## config.mk

```make
export PLATFORM = sky130hd
export DESIGN_NAME = pwr_pulse_seq
export DESIGN_NICKNAME = d
export VERILOG_FILES = /design/src/rtl/pps_pkg.sv /design/src/rtl/pps_timer.sv /design/src/rtl/pps_ctrl.sv /design/src/rtl/pps_phase.sv /design/src/rtl/pwr_pulse_seq.sv
export SDC_FILE = /design/constraint.sdc
export NUM_CORES = 1
export LEC_CHECK = 0
export BUFFER_PORTS_ARGS = -buffer_cell sky130_fd_sc_hd__buf_4
export CELL_PAD_IN_SITES_DETAIL_PLACEMENT = 1
export CELL_PAD_IN_SITES_GLOBAL_PLACEMENT = 1
export CORE_ASPECT_RATIO = 0.8
export CORE_MARGIN = 2
export CORE_UTILIZATION = 50
export CTS_BUF_LIST = sky130_fd_sc_hd__clkbuf_2
export CTS_CLUSTER_DIAMETER = 40
export DETAILED_ROUTE_END_ITERATION = 10
export PLACE_DENSITY = 0.95
export SLEW_MARGIN = 25
export SYNTH_ARGS = -nofsm -noshare
export SYNTH_HDL_FRONTEND = slang
export SYNTH_SLANG_ARGS = --single-unit
```

## constraint.sdc

```tcl
create_clock -name clk -period 1.5 [get_ports clk]
set_input_delay 0 -clock clk [delete_from_list [all_inputs] [get_ports clk]]
set_output_delay 0 -clock clk [all_outputs]
set_load 0.01 [all_outputs]
```

## src/rtl/pps_pkg.sv

```systemverilog
package pps_pkg;
  typedef enum logic [1:0] {
    ST_IDLE = 2'd0,
    ST_WARM = 2'd1,
    ST_CONV = 2'd2,
    ST_FIN  = 2'd3
  } seq_state_t;
endpackage

```

## src/rtl/pps_timer.sv

```systemverilog
module pps_timer #(
  parameter int REC_TICKS  = 200,
  parameter int HALF_TICKS = 100,
  parameter int N_CYCLES   = 6,
  localparam int MAXT = (REC_TICKS > HALF_TICKS) ? REC_TICKS : HALF_TICKS,
  localparam int TW   = $clog2(MAXT),
  localparam int CW   = $clog2(N_CYCLES + 1)
) (
  input  logic          clk,
  input  logic          rst_n,
  input  logic          warm_en,
  input  logic          conv_en,
  output logic [TW-1:0] tick_q,
  output logic          half_q,
  output logic          warm_last,
  output logic          conv_last
);
  logic [TW-1:0] tick_d;
  logic          half_d;
  logic [CW-1:0] cyc_q, cyc_d;
  logic          half_end;
  logic          cnt_ce;

  assign warm_last = warm_en && (tick_q == TW'(REC_TICKS - 1));
  assign half_end  = tick_q == TW'(HALF_TICKS - 1);
  assign conv_last = conv_en && half_end && half_q && (cyc_q == CW'(N_CYCLES - 1));
  assign cnt_ce    = warm_en || conv_en || (tick_q != '0) || half_q || (cyc_q != '0);

  always_comb begin
    tick_d = tick_q;
    half_d = half_q;
    cyc_d  = cyc_q;
    if (warm_en) begin
      tick_d = warm_last ? '0 : tick_q + 1'b1;
    end else if (conv_en) begin
      if (half_end) begin
        tick_d = '0;
        half_d = ~half_q;
        if (half_q) cyc_d = cyc_q + 1'b1;
      end else begin
        tick_d = tick_q + 1'b1;
      end
    end else begin
      tick_d = '0;
      half_d = 1'b0;
      cyc_d  = '0;
    end
  end

  always_ff @(posedge clk or negedge rst_n) begin
    if (!rst_n) begin
      tick_q <= '0;
      half_q <= 1'b0;
      cyc_q  <= '0;
    end else if (cnt_ce) begin
      tick_q <= tick_d;
      half_q <= half_d;
      cyc_q  <= cyc_d;
    end
  end

  AST_CYC_BOUND: assert property (@(posedge clk) disable iff (!rst_n)
    conv_en |-> (cyc_q < CW'(N_CYCLES)));
endmodule

```

## src/rtl/pps_ctrl.sv

```systemverilog
module pps_ctrl
  import pps_pkg::*;
(
  input  logic clk,
  input  logic rst_n,
  input  logic start_req,
  input  logic ch_trig,
  input  logic warm_last,
  input  logic conv_last,
  output logic warm_en,
  output logic conv_en,
  output logic pwr_en_q,
  output logic busy_q,
  output logic done_q
);
  seq_state_t state_q, state_d;
  logic       powered_q, powered_d;
  logic       pwr_c, busy_c, done_c;

  always_comb begin
    state_d   = state_q;
    powered_d = powered_q;
    unique case (state_q)
      ST_IDLE: if (start_req) begin
        state_d   = ch_trig ? ST_WARM : ST_FIN;
        powered_d = ch_trig;
      end
      ST_WARM: if (warm_last) state_d = ST_CONV;
      ST_CONV: if (conv_last) state_d = ST_FIN;
      ST_FIN:  state_d = ST_IDLE;
      default: state_d = ST_IDLE;
    endcase
  end

  assign warm_en = state_q == ST_WARM;
  assign conv_en = state_q == ST_CONV;
  assign pwr_c   = warm_en || conv_en || ((state_q == ST_FIN) && powered_q);
  assign busy_c  = warm_en || conv_en;
  assign done_c  = state_q == ST_FIN;

  always_ff @(posedge clk or negedge rst_n) begin
    if (!rst_n) begin
      state_q   <= ST_IDLE;
      powered_q <= 1'b0;
    end else begin
      state_q   <= state_d;
      powered_q <= powered_d;
    end
  end

  always_ff @(posedge clk or negedge rst_n) begin
    if (!rst_n) begin
      pwr_en_q <= 1'b0;
      busy_q   <= 1'b0;
      done_q   <= 1'b0;
    end else begin
      pwr_en_q <= pwr_c;
      busy_q   <= busy_c;
      done_q   <= done_c;
    end
  end

  AST_DONE_SINGLE: assert property (@(posedge clk) disable iff (!rst_n)
    done_q |=> !done_q);
  AST_PWR_AFTER_DONE: assert property (@(posedge clk) disable iff (!rst_n)
    done_q |=> !pwr_en_q);
  AST_START_IGNORED: assert property (@(posedge clk) disable iff (!rst_n)
    (conv_en && start_req) |=> (state_q != ST_WARM));
  AST_UNTRIG_DARK: assert property (@(posedge clk) disable iff (!rst_n)
    (state_q == ST_IDLE && start_req && !ch_trig) |=> ##1 !pwr_en_q);
endmodule

```

## src/rtl/pps_phase.sv

```systemverilog
module pps_phase #(
  parameter int HALF_TICKS = 100,
  parameter int TW         = 8,
  parameter int DEAD_W     = 8
) (
  input  logic              clk,
  input  logic              rst_n,
  input  logic              conv_en,
  input  logic [TW-1:0]     tick_q,
  input  logic              half_q,
  input  logic [DEAD_W-1:0] dead_cfg,
  output logic              ph_a_q,
  output logic              ph_b_q,
  output logic              stb_q
);
  localparam int DEAD_MAX = HALF_TICKS - 1;

  logic [31:0] eff_dead;
  logic        in_win;
  logic        ph_a_c, ph_b_c, stb_c;

  always_comb begin
    if (dead_cfg == '0)
      eff_dead = 32'd1;
    else if (32'(dead_cfg) > 32'(DEAD_MAX))
      eff_dead = 32'(DEAD_MAX);
    else
      eff_dead = 32'(dead_cfg);
  end

  assign in_win = 32'(tick_q) >= eff_dead;
  assign ph_a_c = conv_en && !half_q && in_win;
  assign ph_b_c = conv_en &&  half_q && in_win;
  assign stb_c  = conv_en && (tick_q == TW'(HALF_TICKS - 1));

  always_ff @(posedge clk or negedge rst_n) begin
    if (!rst_n) begin
      ph_a_q <= 1'b0;
      ph_b_q <= 1'b0;
      stb_q  <= 1'b0;
    end else begin
      ph_a_q <= ph_a_c;
      ph_b_q <= ph_b_c;
      stb_q  <= stb_c;
    end
  end

  AST_NO_OVERLAP: assert property (@(posedge clk) disable iff (!rst_n)
    !(ph_a_q && ph_b_q));
  AST_GAP_B: assert property (@(posedge clk) disable iff (!rst_n)
    $rose(ph_b_q) |-> !$past(ph_a_q));
  AST_GAP_A: assert property (@(posedge clk) disable iff (!rst_n)
    $rose(ph_a_q) |-> !$past(ph_b_q));
  AST_STB_IN_PHASE: assert property (@(posedge clk) disable iff (!rst_n)
    stb_q |-> (ph_a_q || ph_b_q));
  AST_STB_PULSE: assert property (@(posedge clk) disable iff (!rst_n)
    stb_q |=> !stb_q);
endmodule

```

## src/rtl/pwr_pulse_seq.sv

```systemverilog
module pwr_pulse_seq #(
  parameter int CYCLE_TICKS = 200,
  parameter int RES_BITS    = 12,
  parameter int REC_TICKS   = 200,
  parameter int DEAD_W      = 8,
  localparam int HALF_TICKS = CYCLE_TICKS / 2,
  localparam int N_CYCLES   = RES_BITS / 2,
  localparam int MAXT       = (REC_TICKS > HALF_TICKS) ? REC_TICKS : HALF_TICKS,
  localparam int TW         = $clog2(MAXT)
) (
  input  logic              clk,
  input  logic              rst_n,
  input  logic              start_req,
  input  logic              ch_trig,
  input  logic [DEAD_W-1:0] dead_cfg,
  output logic              pwr_en,
  output logic              ph_a,
  output logic              ph_b,
  output logic              digit_stb,
  output logic              busy,
  output logic              done
);
  logic [1:0]    rs_q;
  logic          rst_sync_n;
  logic          warm_en, conv_en, warm_last, conv_last;
  logic [TW-1:0] tick_q;
  logic          half_q;

  always_ff @(posedge clk or negedge rst_n) begin
    if (!rst_n) rs_q <= 2'b00;
    else        rs_q <= {rs_q[0], 1'b1};
  end
  assign rst_sync_n = rs_q[1];

  pps_ctrl u_ctrl (
    .clk       (clk),
    .rst_n     (rst_sync_n),
    .start_req (start_req),
    .ch_trig   (ch_trig),
    .warm_last (warm_last),
    .conv_last (conv_last),
    .warm_en   (warm_en),
    .conv_en   (conv_en),
    .pwr_en_q  (pwr_en),
    .busy_q    (busy),
    .done_q    (done)
  );

  pps_timer #(
    .REC_TICKS  (REC_TICKS),
    .HALF_TICKS (HALF_TICKS),
    .N_CYCLES   (N_CYCLES)
  ) u_timer (
    .clk       (clk),
    .rst_n     (rst_sync_n),
    .warm_en   (warm_en),
    .conv_en   (conv_en),
    .tick_q    (tick_q),
    .half_q    (half_q),
    .warm_last (warm_last),
    .conv_last (conv_last)
  );

  pps_phase #(
    .HALF_TICKS (HALF_TICKS),
    .TW         (TW),
    .DEAD_W     (DEAD_W)
  ) u_phase (
    .clk      (clk),
    .rst_n    (rst_sync_n),
    .conv_en  (conv_en),
    .tick_q   (tick_q),
    .half_q   (half_q),
    .dead_cfg (dead_cfg),
    .ph_a_q   (ph_a),
    .ph_b_q   (ph_b),
    .stb_q    (digit_stb)
  );

  AST_PHASE_POWERED: assert property (@(posedge clk) disable iff (!rst_sync_n)
    (ph_a || ph_b) |-> pwr_en);
  AST_BUSY_POWERED: assert property (@(posedge clk) disable iff (!rst_sync_n)
    busy |-> pwr_en);
endmodule

```

==> results of run 1 <==
[per-stage QoR]
| stage | setup slack [ns] | util [%] | std cells | cell area [µm²] | hold slack (ns) |
|---|---|---|---|---|---|
| floorplan | -0.115 | - | 150 | 1520 | -0.296 |
| global placement | -0.215 | 69.3 | 235 | 1920 | -0.218 |
| detailed placement | -0.330 | 69.3 | 235 | 1920 | -0.215 |
[logic make-up after synthesis]
kind of cell             Yosys count  synth area share (%)
AO/OA/AOI/OAI                     25                  12.3
multiplexers                       5                  3.53
buffers and inverters             13                  4.05
AND/OR/NAND/NOR                   58                  21.0
adder cells (fa/ha/maj)           18                  15.5
flip-flops                        23                  39.7
other                              1                 0.258
XOR/XNOR                           6                  3.62
==> impl_metrics.env, run 1 <==
export IMPL_outcome="stopped before the end"
export IMPL_haltStage="4_1_cts"
export IMPL_firstError="[ERROR DPL-0033] detailed placement checks failed during check placement."
export IMPL_yosys_top_cells_area="dfrtp_1 40%, ha_1 16%, nor2_1 3.9%"
export IMPL_io_pins=18
export IMPL_post_cts_resized=35
export IMPL_ys_warn_count=0
export IMPL_start_util_pct=52.5
export IMPL_synth_commonest_cells="23 x dfrtp_1, 18 x ha_1, 15 x nor2_1"
export IMPL_synth_edff_count=0
export IMPL_ys_ff_latch=23
export IMPL_die_w_um=64.2
export IMPL_die_h_um=52.2
export IMPL_synthArstFlopShare_pct=100
export IMPL_place_congestion=0.831
export IMPL_synthesis_instances=149
export IMPL_cts_setup_buffers=6
export IMPL_htreeDepth=1
export IMPL_cts_inserted_buffers=3
export IMPL_syn_area_um2=1450
export IMPL_clk_path_buf_depth=2
export IMPL_seq_area_frac_synth_pct=39.7
export IMPL_cts_hold_buf=3
export IMPL_portBuffers=17
export IMPL_root_buffer="clkbuf_2"
export IMPL_synth_most_common_cell="dfrtp_1"
export IMPL_clock_sinks=23
export IMPL_yosysUniqueCellTypes=42
export IMPL_dp_hpwl_mm=4.09
export IMPL_yosysTopAreaCell="dfrtp_1"
export IMPL_rows=17
export IMPL_synthFlopType="dfrtp_1"
export IMPL_synth_top_area_share_pct=39.7
export IMPL_avgSynthCellArea_um2=9.74
==> run 2, diff against run 1 <==
--- a/config.mk
+++ b/config.mk
@@ -6,15 +6,10 @@
 export NUM_CORES = 1
 export LEC_CHECK = 0
 export BUFFER_PORTS_ARGS = -buffer_cell sky130_fd_sc_hd__buf_4
-export CELL_PAD_IN_SITES_DETAIL_PLACEMENT = 1
-export CELL_PAD_IN_SITES_GLOBAL_PLACEMENT = 1
-export CORE_ASPECT_RATIO = 0.8
 export CORE_MARGIN = 2
-export CORE_UTILIZATION = 50
-export CTS_BUF_LIST = sky130_fd_sc_hd__clkbuf_2
-export CTS_CLUSTER_DIAMETER = 40
+export CORE_UTILIZATION = 40
 export DETAILED_ROUTE_END_ITERATION = 10
-export PLACE_DENSITY = 0.95
+export PLACE_DENSITY_LB_ADDON = 0.15
 export SLEW_MARGIN = 25
 export SYNTH_ARGS = -nofsm -noshare
 export SYNTH_HDL_FRONTEND = slang
==> run 2 against run 1 <==
  * Synthesized cell count unchanged
  * Synthesized area is the same
  * The flow now finishes, with violations (setup timing)
==> impl_metrics.env, run 2 <==
export IMPL_outcome="complete, but fails checks"
export IMPL_violations="setup timing"
export IMPL_worstSetupPathType="flop to flop"
export IMPL_p_comb_share_pct=9.7
export IMPL_gr_total_overflow=0
export IMPL_design_die_area_um2=4130
export IMPL_area_growth_syn_to_layout_pct=46.4
export IMPL_die_h_um=64.2
export IMPL_synth_edff_count=0
export IMPL_cts_inserted_buffers=3
export IMPL_drtAntennaViolNets=0
export IMPL_pwr_density_cell_nw_per_um2=478
export IMPL_rsz0062_at_grt="yes"
export IMPL_grt_max_degree=22
export IMPL_synth_commonest_cells="23 x dfrtp_1, 18 x ha_1, 15 x nor2_1"
export IMPL_synth_top_area_share_pct=39.7
export IMPL_grt_pass1_vias=1296
export IMPL_p_int_uw=779
export IMPL_switching_share_pct=23.3
export IMPL_dp_hpwl_mm=2.61
export IMPL_drc=0
export IMPL_detail_route_vias_per_cell=4.99
export IMPL_hold_class="primary input to flop"
export IMPL_power_frac_seq_pct=61.4
export IMPL_clk_path_buf_depth=2
export IMPL_syn_area_um2=1450
export IMPL_synthFlopType="dfrtp_1"
export IMPL_clock_sinks=23
export IMPL_seq_area_frac_synth_pct=39.7
export IMPL_synth_xor_area_share_pct=3.62
export IMPL_top_regs="u_timer.tick_q: 8 flops, u_timer.cyc_q: 3 flops"
export IMPL_root_buffer="clkbuf_4"
export IMPL_hold_violations=0
export IMPL_antenna_found_initial=0
export IMPL_ys_ff_latch=23
export IMPL_io_pins=18
export IMPL_diodes=0
export IMPL_wl_per_cell_um=13.2
export IMPL_synthArstFlopShare_pct=100
export IMPL_regMostFlops="u_timer.tick_q"
export IMPL_clkLatencyLatePin_ns=0.31
export IMPL_portBuffers=17
export IMPL_rows=21
export IMPL_die_w_um=64.2
export IMPL_tritoncts="built"
export IMPL_yosys_area_share_simple_pct=21.0
export IMPL_largest_reg_flops=8
export IMPL_regArea_um2=576
export IMPL_crit_fanout=5
export IMPL_routed_wl_mm=3.40
export IMPL_maxSlewViolCount=0
export IMPL_dr_first_iter_drc_count=63
export IMPL_skew_ns=0.00399
export IMPL_finalSetupViolations=14
export IMPL_fillCellCount=290
export IMPL_num_vias=1282
export IMPL_worstPathArrival_ns=1.83
export IMPL_fin_crit_sh_pct=108
export IMPL_start_util_pct=42.5
export IMPL_final_cell_mix="57 x buf_4, 23 x dfrtp_1, 13 x nand2_1, 13 x nor2_1, 13 x ha_1"
export IMPL_finalSetupTns_ns=-1.26
export IMPL_fmax_mhz=615
export IMPL_htreeDepth=1
export IMPL_layout_commonest_cell="buf_4"
export IMPL_synth_top_family_by_area="simple AND/OR/NAND/NOR gates"
export IMPL_drt_pre_antenna_iters=4
export IMPL_power_share_clock_pct=29.0
export IMPL_path_clk_slew_ns=0.13
export IMPL_drive_above_1_share_pct=44.1
export IMPL_synthAdderAreaFrac_pct=15.5
export IMPL_irDropWorstVdd_v=0.000302
export IMPL_critical_path_required_ns=1.70
export IMPL_synth_area_mux_share_pct=3.53
export IMPL_nets=242
export IMPL_multi_input_area_um2=962
export IMPL_grt_pass1_wl_mm=5.86
export IMPL_setup_slack_ns=-0.127
export IMPL_avgSynthCellArea_um2=9.74
export IMPL_yosys_top_cells_area="dfrtp_1 40%, ha_1 16%, nor2_1 3.9%"
export IMPL_switchingPower_uw=237
export IMPL_maxCapViolCount=0
export IMPL_synth_most_common_cell="dfrtp_1"
export IMPL_synth_compound_area_share_pct=12.3
export IMPL_core_area_um2=3420
export IMPL_ys_warn_count=0
export IMPL_grt_total_usage_pct=18.0
export IMPL_period_needed_ns=1.63
export IMPL_cp_end_kind="flop"
export IMPL_place_congestion=0.904
export IMPL_power_leakage_uw=0.00101
export IMPL_synthesis_instances=149
export IMPL_yosysTopAreaCell="dfrtp_1"
export IMPL_power_uw=1020
export IMPL_yosysUniqueCellTypes=42
export IMPL_worstSetupStartpointType="flop"
## run 2: cell counts after synthesis
No cell type changed its count.
## run 2: worst max-delay path: stages (launching register included)
cell      delay, ns
dfrtp_1        0.43
ha_2           0.19
and3b_2        0.26
a41oi_4        0.16
a311oi_4       0.36
nor2_1         0.10
## run 2: path summary, 6_finish.rpt
path / from / end / slack, ns / cells past startpoint
worst min-delay path: start_req / u_ctrl.powered_q / 0.02 / 3
min in group asynchronous: rs_q[1] / u_phase.ph_b_q / 0.22 / 1
worst max-delay path: u_timer.tick_q[1] / u_timer.tick_q[4] / -0.13 / 5
worst max register to register: u_timer.tick_q[1] / u_timer.tick_q[4] / -0.13 / 5
max in group asynchronous: rst_n / rs_q[1] / 0.85 / 3
worst min register to register: rs_q[1] / u_phase.ph_b_q / 0.22 / 1
## run 2: power by group through the flow
stage | clock network [µW] | registers [µW] | logic [µW]
CTS | 311 | 623 | 91.5
detailed placement | 0 | 635 | 84.7
global route | 342 | 624 | 112
finish | 294 | 623 | 98.0
floorplan | 0 | 643 | 26.3
global placement | 0 | 635 | 81.3
## run 2: repair_timing
action | 4_1_cts | 5_1_grt
pin swaps | 8 | 10
gates resized for setup | 10 | 13
hold buffers | 3 | 0
endpoints found under the hold margin | 4 | 0
cloned | 0 | 0
endpoints found under the setup margin | 15 | 16
buffers inserted | 3 | 4
## run 2: cell type report
type / instances / area share, %
Inverter: 9 / 1.59
Tap cell: 46 / 2.71
Multi-Input combinational cell: 114 / 45.3
Timing Repair Buffer: 61 / 22.1
Sequential cell: 23 / 27.1
Clock buffer: 4 / 1.24
## run 2: stage by stage
step / hold WS, ns / instances / worst slack (ns) / utilization (%) / cell area (µm²)
2_1_floorplan: -0.296 / 150 / -0.115 / - / 1520
3_3_place_gp: -0.218 / 243 / -0.209 / 56.4 / 1930
3_5_place_dp: -0.216 / 243 / -0.243 / 56.4 / 1930
4_1_cts: 0.00313 / 253 / -0.117 / 59.8 / 2040
5_1_grt: 0.0166 / 257 / -0.231 / 62.2 / 2120
6_report: 0.0196 / 257 / -0.127 / 62.2 / 2120
## run 2: logic make-up (layout without fill, tap and decap cells)
group / after synthesis / after routing
compound gates: 25 / 25
simple gates: 58 / 58
fa+ha+maj: 18 / 18
flops: 23 / 23
xor+xnor: 6 / 6
other cells: 1 / 2
buf+inv: 13 / 74
mux: 5 / 5
## run 2: routing by layer
layer | track usage, % | share of wire [%]
met1 | 25.7 | 48
met2 | 29.3 | 49
met5 | 0 | 0
met3 | 2.46 | 2.4
met4 | 3.19 | 0.32
Power figures use the tool's default switching activity.
==> run 3, diff against run 2 <==
--- a/config.mk
+++ b/config.mk
@@ -6,9 +6,9 @@
 export NUM_CORES = 1
 export LEC_CHECK = 0
 export BUFFER_PORTS_ARGS = -buffer_cell sky130_fd_sc_hd__buf_4
-export CORE_MARGIN = 2
-export CORE_UTILIZATION = 40
+export CORE_AREA = 2 2 63 65
 export DETAILED_ROUTE_END_ITERATION = 10
+export DIE_AREA = 0 0 65 67
 export PLACE_DENSITY_LB_ADDON = 0.15
 export SLEW_MARGIN = 25
 export SYNTH_ARGS = -nofsm -noshare
==> run 3 against run 2 <==
  * The flow still finishes with violations (setup timing)
  * Global-route usage about the same
  * Die area up 5.5%
  * Sequential share of layout area up 0.57 points
  * Core utilization down 4.5 points
  * Critical path type unchanged
  * Critical endpoint is now u_timer.cyc_q[0]
==> impl_metrics.env, run 3 (same netlist as run 2, synthesis figures left out) <==
export IMPL_root_buffer="clkbuf_8"
export IMPL_dr_first_iter_drc_count=40
export IMPL_largest_reg_flops=8
export IMPL_core_area_um2=3610
export IMPL_dp_hpwl_mm=2.57
export IMPL_skew_ns=0.00353
export IMPL_cp_common_cell="buf_4"
export IMPL_path_clk_slew_ns=0.08
export IMPL_drive_above_1_share_pct=40.8
export IMPL_area_growth_syn_to_layout_pct=43.4
export IMPL_final_cell_mix="52 x buf_4, 23 x dfrtp_1, 14 x nand2_1, 14 x ha_1, 13 x nor2_1"
export IMPL_violations="setup timing"
export IMPL_worstSetupPathType="flop to flop"
export IMPL_cts_inserted_buffers=3
export IMPL_io_pins=18
export IMPL_power_uw=1100
export IMPL_critical_path_required_ns=1.65
export IMPL_pwr_density_cell_nw_per_um2=527
export IMPL_rsz0062_at_grt="yes"
export IMPL_antenna_found_initial=0
export IMPL_power_leakage_uw=0.000971
export IMPL_regMostFlops="u_timer.tick_q"
export IMPL_hold_violations=0
export IMPL_grt_max_degree=15
export IMPL_setup_slack_ns=-0.163
export IMPL_drtAntennaViolNets=0
export IMPL_place_congestion=0.800
export IMPL_grt_pass1_wl_mm=5.89
export IMPL_outcome="complete, but fails checks"
export IMPL_drt_pre_antenna_iters=4
export IMPL_die_w_um=65
export IMPL_detail_route_vias_per_cell=5.00
export IMPL_diodes=0
export IMPL_tritoncts="built"
export IMPL_cp_end_kind="flop"
export IMPL_fmax_mhz=601
export IMPL_irDropWorstVdd_v=0.000430
export IMPL_slowest_stage="dfrtp_1"
export IMPL_finalSetupTns_ns=-1.19
export IMPL_grt_pass1_vias=1309
export IMPL_hold_class="primary input to async pin"
export IMPL_fin_crit_sh_pct=111
export IMPL_worstPathArrival_ns=1.82
export IMPL_period_needed_ns=1.66
export IMPL_rows=22
export IMPL_worstPathCellList="ha_2 > and3b_2 > buf_4 > buf_4 > nand3_4 > mux2i_2 > o2bb2ai_2"
export IMPL_maxCapViolCount=0
export IMPL_critPathMaxStageDelay_ns=0.42
export IMPL_layout_commonest_cell="buf_4"
export IMPL_start_util_pct=40.2
export IMPL_worstSetupStartpointType="flop"
export IMPL_portBuffers=17
export IMPL_top_regs="u_timer.tick_q: 8 flops, u_timer.cyc_q: 3 flops"
export IMPL_grt_total_usage_pct=18.0
export IMPL_drc=0
export IMPL_crit_fanout=4
export IMPL_clkLatencyLatePin_ns=0.27
export IMPL_clock_sinks=23
export IMPL_die_h_um=67
export IMPL_nets=237
export IMPL_routed_wl_mm=3.38
export IMPL_num_vias=1269
export IMPL_wl_per_cell_um=13.3
export IMPL_htreeDepth=1
export IMPL_clk_path_buf_depth=2
export IMPL_finalSetupViolations=14
export IMPL_design_die_area_um2=4360
export IMPL_maxSlewViolCount=0
export IMPL_gr_total_overflow=0
run 3: changes by cell type in the layout (fill, tap and decap cells not counted), sizes merged:
cell	delta
dlygate4sd3	-1
buf	-4
run 3: worst max-delay path: cells and delay by family (launching register included):
family	cells	cell delay, ns
flip-flops	1	0.42
AND/OR/NAND/NOR	2	0.33
buffers and inverters	2	0.28
multiplexers	1	0.25
adder cells (fa/ha/maj)	1	0.18
AO/OA/AOI/OAI	1	0.09
run 3: repair_timing:
action | CTS | global route
pin swaps | 12 | 6
endpoints found under the hold margin | 3 | 0
endpoints found under the setup margin | 15 | 16
gates resized for setup | 13 | 7
hold buffers | 2 | 0
buffers inserted | 2 | 3
run 3: where the power goes:
part           switching (µW)  total [µW]  internal, µW
clock network             194         384           190
registers                4.33         626           622
logic                    39.3        86.2          46.8
total                     238        1100           859
run 3: layout make-up:
cell class,instances,area (µm²)
Fill cell,315,1530
Tap cell,48,60.1
Inverter,9,33.8
Sequential cell,23,576
Clock buffer,4,45.0
Timing Repair Buffer,56,433
Multi-Input combinational cell,114,933
run 3: routing by layer:
layer | part of all wire (%) | wire length (µm) | vias to the layer above | GRT usage [%]
li1 | - | - | 632 | -
met1 | 44 | 1480 | 604 | 21.4
met2 | 51 | 1710 | 26 | 32.3
met3 | 3.6 | 121 | 7 | 2.70
met4 | 2.1 | 71 | 0 | 7.18
met5 | 0 | 0 | - | 0
run 3: metrics by stage:
stage	hold slack, ns	cells	cell area [µm²]	setup slack [ns]	util (%)
3_3_place_gp	-0.218	243	1910	-0.177	53.1
3_5_place_dp	-0.216	243	1910	-0.218	53.1
2_1_floorplan	-0.296	150	1520	-0.115	-
4_1_cts	0.0361	251	2030	-0.0985	56.4
5_1_grt	0.0467	254	2080	-0.237	57.7
6_report	0.0408	254	2080	-0.163	57.7
run 3: path summary, 6_finish.rpt:
check | slack, ns | start | endpoint | cells past startpoint
max reg2reg | -0.16 | u_timer.tick_q[1] | u_timer.cyc_q[0] | 7
min reg2reg | 0.13 | rs_q[1] | u_timer.cyc_q[2] | 0
min in group clk | 0.07 | start_req | u_ctrl.powered_q | 3
max | -0.16 | u_timer.tick_q[1] | u_timer.cyc_q[0] | 7
min | 0.04 | rst_n | rs_q[0] | 2
max in group asynchronous | 0.87 | rs_q[1] | u_timer.tick_q[3] | 1
